==> config.mk <==
export PLATFORM = sky130hd
export DESIGN_NAME = be_data_mem
export DESIGN_NICKNAME = d
export VERILOG_FILES = /design/src/rtl/be_mem_pkg.sv /design/src/rtl/be_ea_unit.sv /design/src/rtl/be_lane_bank.sv /design/src/rtl/be_data_mem.sv
export SDC_FILE = /design/constraint.sdc
export NUM_CORES = 2
export LEC_CHECK = 0
export BUFFER_PORTS_ARGS = -buffer_cell sky130_fd_sc_hd__buf_4
export CAP_MARGIN = 10
export CORE_MARGIN = 4
export CORE_UTILIZATION = 60
export DETAILED_ROUTE_END_ITERATION = 12
export HOLD_SLACK_MARGIN = 0.15
export PLACE_DENSITY = 0.83
export SYNTH_ARGS = -nofsm -noshare
export SYNTH_HDL_FRONTEND = slang
export SYNTH_HIERARCHICAL = 1
export SYNTH_SLANG_ARGS = --single-unit
export TNS_END_PERCENT = 100
==> constraint.sdc <==
create_clock -name clk -period 11.72 [get_ports clk]
set_clock_uncertainty 0.2 [all_clocks]
set_input_delay 2.344 -clock clk [delete_from_list [all_inputs] [get_ports clk]]
set_output_delay 2.344 -clock clk [all_outputs]
set_load 0.1 [all_outputs]
==> src/rtl/be_mem_pkg.sv <==
// Package: shared constants and helpers for the big-endian data memory.
// Assumes a word is a whole number of bytes.
package be_mem_pkg;
    localparam int BYTE_W = 8;

    // Sign-extend a displacement of width OW into a value of width AW.
    function automatic logic [63:0] sext64(input logic [63:0] val, input int ow);
        logic [63:0] res;
        res = val;
        for (int b = 0; b < 64; b++) begin
            if (b >= ow) res[b] = val[ow-1];
        end
        return res;
    endfunction
endpackage

==> src/rtl/be_ea_unit.sv <==
// Module: effective-address unit. Adds the sign-extended displacement to the
// base value and reports whether the result falls on a word boundary.
// Assumes OFF_W <= ADDR_W <= 64.
module be_ea_unit #(
    parameter int ADDR_W = 32,
    parameter int OFF_W  = 16,
    parameter int LSB_W  = 2
) (
    input  logic [ADDR_W-1:0] base_i,
    input  logic [OFF_W-1:0]  offset_i,
    output logic [ADDR_W-1:0] ea_o,
    output logic              aligned_o
);
    import be_mem_pkg::*;

    logic [63:0] off_ext;

    // Widen the displacement, copying its sign bit upward.
    always_comb begin
        off_ext = sext64({{(64-OFF_W){1'b0}}, offset_i}, OFF_W);
    end

    // Form the effective address and its alignment.
    always_comb begin
        ea_o      = base_i + off_ext[ADDR_W-1:0];
        aligned_o = (ea_o[LSB_W-1:0] == '0);
    end
endmodule

==> src/rtl/be_lane_bank.sv <==
// Module: one byte lane of the word memory. Holds the byte that sits at
// offset LANE inside every word. Synchronous clear, synchronous write,
// combinational read. Assumes the caller gives a valid word index.
module be_lane_bank #(
    parameter int DEPTH = 64,
    parameter int IDX_W = 6
) (
    input  logic             clk,
    input  logic             rst_n,
    input  logic [IDX_W-1:0] idx_i,
    input  logic             we_i,
    input  logic [7:0]       wbyte_i,
    output logic [7:0]       rbyte_o
);
    logic [7:0] cells [DEPTH];

    // Clear on reset, otherwise write the addressed cell when enabled.
    always_ff @(posedge clk) begin
        if (!rst_n) begin
            for (int i = 0; i < DEPTH; i++) cells[i] <= '0;
        end else if (we_i) begin
            cells[idx_i] <= wbyte_i;
        end
    end

    // Present the addressed cell without a register.
    always_comb begin
        rbyte_o = cells[idx_i];
    end
endmodule

==> src/rtl/be_data_mem.sv <==
// Module: big-endian byte-addressed data memory serving aligned word loads
// and stores. Lane k holds the byte at word offset k and maps to the word
// bits starting from the top (lane 0 -> most significant byte). Address
// bits above the array size are dropped, so the space wraps.
// Assumes MEM_BYTES is a power of two and a multiple of the word size.
module be_data_mem #(
    parameter int ADDR_W    = 32,
    parameter int DATA_W    = 32,
    parameter int OFF_W     = 16,
    parameter int MEM_BYTES = 256
) (
    input  logic              clk,
    input  logic              rst_n,
    input  logic [ADDR_W-1:0] base_i,
    input  logic [OFF_W-1:0]  offset_i,
    input  logic [DATA_W-1:0] wdata_i,
    input  logic              load_i,
    input  logic              store_i,
    output logic [DATA_W-1:0] rdata_o,
    output logic              misalign_o
);
    localparam int WORD_BYTES = DATA_W / 8;
    localparam int LSB_W      = $clog2(WORD_BYTES);
    localparam int DEPTH      = MEM_BYTES / WORD_BYTES;
    localparam int IDX_W      = $clog2(DEPTH);
    localparam int LOW_W      = LSB_W + IDX_W;

    logic [ADDR_W-1:0] ea;
    logic              aligned;
    logic [IDX_W-1:0]  word_idx;
    logic              wr_en;
    logic [DATA_W-1:0] word_rd;
    logic              unused_hi;

    be_ea_unit #(
        .ADDR_W (ADDR_W),
        .OFF_W  (OFF_W),
        .LSB_W  (LSB_W)
    ) u_ea (
        .base_i    (base_i),
        .offset_i  (offset_i),
        .ea_o      (ea),
        .aligned_o (aligned)
    );

    // Pick the word index and gate the write on alignment.
    always_comb begin
        word_idx  = ea[LSB_W +: IDX_W];
        wr_en     = store_i && aligned;
        unused_hi = ^ea[ADDR_W-1:LOW_W];
    end

    genvar lane;
    generate
        for (lane = 0; lane < WORD_BYTES; lane++) begin : g_lane
            localparam int TOP = DATA_W - 1 - 8 * lane;
            be_lane_bank #(
                .DEPTH (DEPTH),
                .IDX_W (IDX_W)
            ) u_bank (
                .clk     (clk),
                .rst_n   (rst_n),
                .idx_i   (word_idx),
                .we_i    (wr_en),
                .wbyte_i (wdata_i[TOP -: 8]),
                .rbyte_o (word_rd[TOP -: 8])
            );
        end
    endgenerate

    // Drive the read word and the alignment error flag.
    always_comb begin
        rdata_o    = (load_i && aligned) ? word_rd : '0;
        misalign_o = (load_i || store_i) && !aligned;
    end
endmodule

== Word-level counts from Yosys, hierarchy flattened ==
Memory sizes are Yosys's and may differ from the RTL's.
Cells that the tools add are included.

* Add/sub/neg operators: 1
* Muxes and demuxes: 17
* Reduce and logical (&&, ||, !) cells: 10

{| class="wikitable"
|+ Operator list
! cell !! count
|-
| 32-bit two-way mux || 1
|-
| 8-bit two-way mux || 4
|-
| 8-bit OR reduction || 4
|-
| 6-bit two-way mux || 4
|-
| 8-bit adder || 1
|-
| 1-bit two-way mux || 8
|-
| 1-bit logical AND || 3
|-
| 2-bit logical NOT || 1
|-
| 1-bit logical NOT || 1
|-
| 1-bit logical OR || 1
|}

* Bits in registers: 0
* Memory bits (writable): 2048
* Output and inout port bits: 33
* Word-level logic and storage cells: 32
* Memories kept: 4

{| class="wikitable"
|+ Memories
! name !! words !! width !! read ports !! clocked after memory_dff !! wr ports !! line !! text
|-
| g_lane[0].u_bank.cells || 64 || 8 || 1 || 0 || 64 || be_lane_bank.sv:15 || <nowiki>logic [7:0] cells [DEPTH];</nowiki>
|-
| g_lane[1].u_bank.cells || 64 || 8 || 1 || 0 || 64 || be_lane_bank.sv:15 ||
|-
| g_lane[2].u_bank.cells || 64 || 8 || 1 || 0 || 64 || be_lane_bank.sv:15 ||
|-
| g_lane[3].u_bank.cells || 64 || 8 || 1 || 0 || 64 || be_lane_bank.sv:15 ||
|}

== Logic depth before layout (Yosys ltp) ==
* Word-level depth: 8
* Gate-level depth with buffers: 19
* Depth with buffers taken out: 14

== By module ==
The synthesis kept the hierarchy.

{| class="wikitable"
|+ By module, submodules not included
! module !! times used !! cells each !! area an instance (µm²)
|-
| be_lane_bank || 4 || 1815 || 23924.2
|-
| be_ea_unit || 1 || 253 || 1741.7
|-
| be_data_mem || 1 || 40 || 284.0
|}

== Worst setup path before layout ==
No wires, ideal clock.

* Path type: in2out
* Start: input port base_i[0]
* End: output port rdata_o[28]
* Data arrival time: 6.391 ns
* Required time: 9.176 ns
* Slack: 2.785 ns
* Cell stages on the path: 14
* Cells stage by stage: ha_1 -> inv_1 -> fa_1 -> xnor2_1 -> nor2b_4 -> buf_6 -> buf_2 -> buf_2 -> a22oi_1 -> o22ai_1 -> a311oi_1 -> a2bb2oi_1 -> nand3_1 -> and3_1

* Elaborated cells on any way between the ends: 5
* Those cells by class: add/sub (1); mux (1); reduce/logical (2); memory (1)

{| class="wikitable"
|+ RTL lines
! item !! line !! text
|-
| start: declaration || be_data_mem.sv:14 || <nowiki>input logic [ADDR_W-1:0] base_i,</nowiki>
|-
| 8-bit adder || be_ea_unit.sv:25 || <nowiki>ea_o = base_i + off_ext[ADDR_W-1:0];</nowiki>
|-
| net ea[2] || be_data_mem.sv:28 || <nowiki>logic [ADDR_W-1:0] ea;</nowiki>
|-
| memory read 64 x 8 bit || n/a ||
|-
| net word_rd[28] || be_data_mem.sv:32 || <nowiki>logic [DATA_W-1:0] word_rd;</nowiki>
|-
| 32-bit two-way mux || be_data_mem.sv:73 || <nowiki>rdata_o = (load_i && aligned) ? word_rd : '0;</nowiki>
|-
| end: declaration || be_data_mem.sv:19 || <nowiki>output logic [DATA_W-1:0] rdata_o,</nowiki>
|}

The timed path passes the listed nets, and every way through them passes these cells.

== Worst setup path after layout ==
* Start: input port base_i[0]
* End: output port rdata_o[9]

The elaborated chain is that of the path after synthesis.

==> impl_metrics.tcl <==
set metrics [dict create \
    outcome "completed" \
    cts_tree "built" \
    path_max_fanout 44 \
    clock_path_buffers 3 \
    syn_inst 7338 \
    row_count 146 \
    top_register "g_lane.u_bank/cells" \
    cap_violations 0 \
    antenna_found_initial 1 \
    worst_slew_pin_slew_ns 1.37 \
    gp_congestion 0.928 \
    grt_start_max_net_pins 114 \
    crit_family "simple AND/OR/NAND/NOR gates" \
    netlist_area_mm2 0.0963 \
    required_ns 9.18 \
    hold_viol 0 \
    die_w_um 409 \
    hp-class "primary input to flop" \
    pre_cts_ws_ns 1.36 \
    critPathBufInv 5 \
    portBuffers 84 \
    p_leak_nw 36.1 \
    hp-start "wdata_i[22]" \
    grt_pass1_vias 61700 \
    drcViolationCount 0 \
    die_area_mm2 0.167 \
    io_pins 117 \
    track_usage 0.297 \
    cts_resized 0 \
    min_period_ns 10.48 \
    wirelength_mm 253 \
    largest_reg_flops 2048 \
    setup_tns_ns 0 \
    fp.dieH_um 409 \
    h-tree-depth 4 \
    critPathCaptureType "primary output" \
    path_cells "buf_4 -> ha_1 -> inv_1 -> fa_1 -> nand2b_1 -> nand2b_1 -> a21oi_1 -> xnor2_2 -> buf_4 -> buf_4 -> mux2_2 -> o21ai_1 -> a211oi_1 -> or3_1 -> or4_1 -> and3_2 -> buf_4" \
    multi_input_area_mm2 0.0317 \
    reg_top3 "g_lane.u_bank/cells (2048)" \
    vias 62600 \
    start_util 0.606 \
    worst_hold_slack_ns 2.03 \
    final_nets 7214 \
    clock_sinks 2048 \
    root_buffer "clkbuf_16" \
    crit_type "primary input to primary output" \
    dpl.cell_count 8927 \
    slew-limit-headroom 0.0821 \
    maxSlewViolCount 0 \
    coreArea_mm2 0.159 \
    route.met3.wl_mm 31.5 \
    cp_data_arrival_time_ns 7.93 \
    powerDensity_mw_per_mm2 174 \
    grt_setup_unrepaired "false" \
    drt.antenna.violating_nets 0 \
    drt-initial-drc-count 9134 \
    slowest_delay_ns 0.80 \
    post-route-period-util 0.894 \
    max_freq_mhz 95.5 \
    instances_no_fill 9362 \
    avgViaCountPerCell 6.69 \
    n_fill_cell 10900 \
    setup_violations 0 \
    wl_per_cell_um 27.1 \
    cpMaxStageDelayCell "xnor2_2" \
    ctsHoldBuffers 0 \
    ir_worst_vdd_mv 0.140 \
    syn_nets 7431 \
    met2_length_mm 117 \
    worstSetupStartpointType "primary input" \
    wl_met1_mm 90.8 \
    setup_ws_ns 1.24 \
    top_layer_used "met4" \
    clkSlewWorstSetupHoldPaths_ns 0.06 \
    area_growth_pct 7.99 \
    place_hpwl_mm 152 \
    grt_overflow_total 0 \
    critPathLaunch "base_i[0]" \
    cts_buffers 196 \
    dr.pass1.iters 7 \
    final_layout_size_suffix_gt1_frac 0.110 \
    synth_area_per_cell_um2 13.1 \
    grt_pass1_wl_mm 378 \
    crit_top_cell "buf_4" \
    yosysWarningCount 6 \
    seq_area_mm2 0.0615 \
    cts_setup_buffers 0 \
]
## layout by cell type, fill, tap and decap left out, drive strengths merged, types with 68 or more instances in the layout
cell type,instances
buf,210
nor2,347
mux2,108
a21oi,86
edfxtp,2048
clkbuf,263
nand3,92
and2,2065
a22oi,324
nand2,118
o21ai,356
mux4,96
and3,68
o22ai,176
a221oi,112
mux2i,236
clkinv,98
## layout make-up
cell class	count	share of cell area
inverter	16	0.000578
antenna	4	0.0000963
sequential	2048	0.591
tap	2072	0.0249
clock inverter	129	0.0122
clock buffer	234	0.0487
timing repair buffer	239	0.0173
multi-input combinational	4620	0.305
## power by group
part	leakage (nW)	internal [mW]	switching [mW]	total, mW
Sequential	19.4	8.43	0.126	8.56
Combinational	13.6	0.978	2.25	3.23
Clock	3.11	3.53	2.74	6.27
Total	36.1	12.9	5.12	18.1
## path summary, 6_finish.rpt
kind                                                       to  slack (ns)  cells past startpoint
hold / removal    g_lane[1].u_bank/cells[16][6]$_SDFFCE_PN0P_        2.03                      2
setup / recovery                                   rdata_o[9]        1.24                     17
## per-stage QoR
step	total power [mW]	cell area [um2]	utilization
6_report	18.1	104000	0.654
3_5_place_dp	11.8	97300	0.612
4_1_cts	18.0	104000	0.652
2_1_floorplan	10.8	96300	-
5_1_grt	18.6	104000	0.654
3_3_place_gp	11.7	97300	0.612
## routing by layer
layer	global-route usage	vias to the layer above
li1	-	26700
met1	0.394	30500
met2	0.465	4472
met3	0.0689	901
met4	0.149	0
met5	0	-
Power figures use the tool's default switching activity.
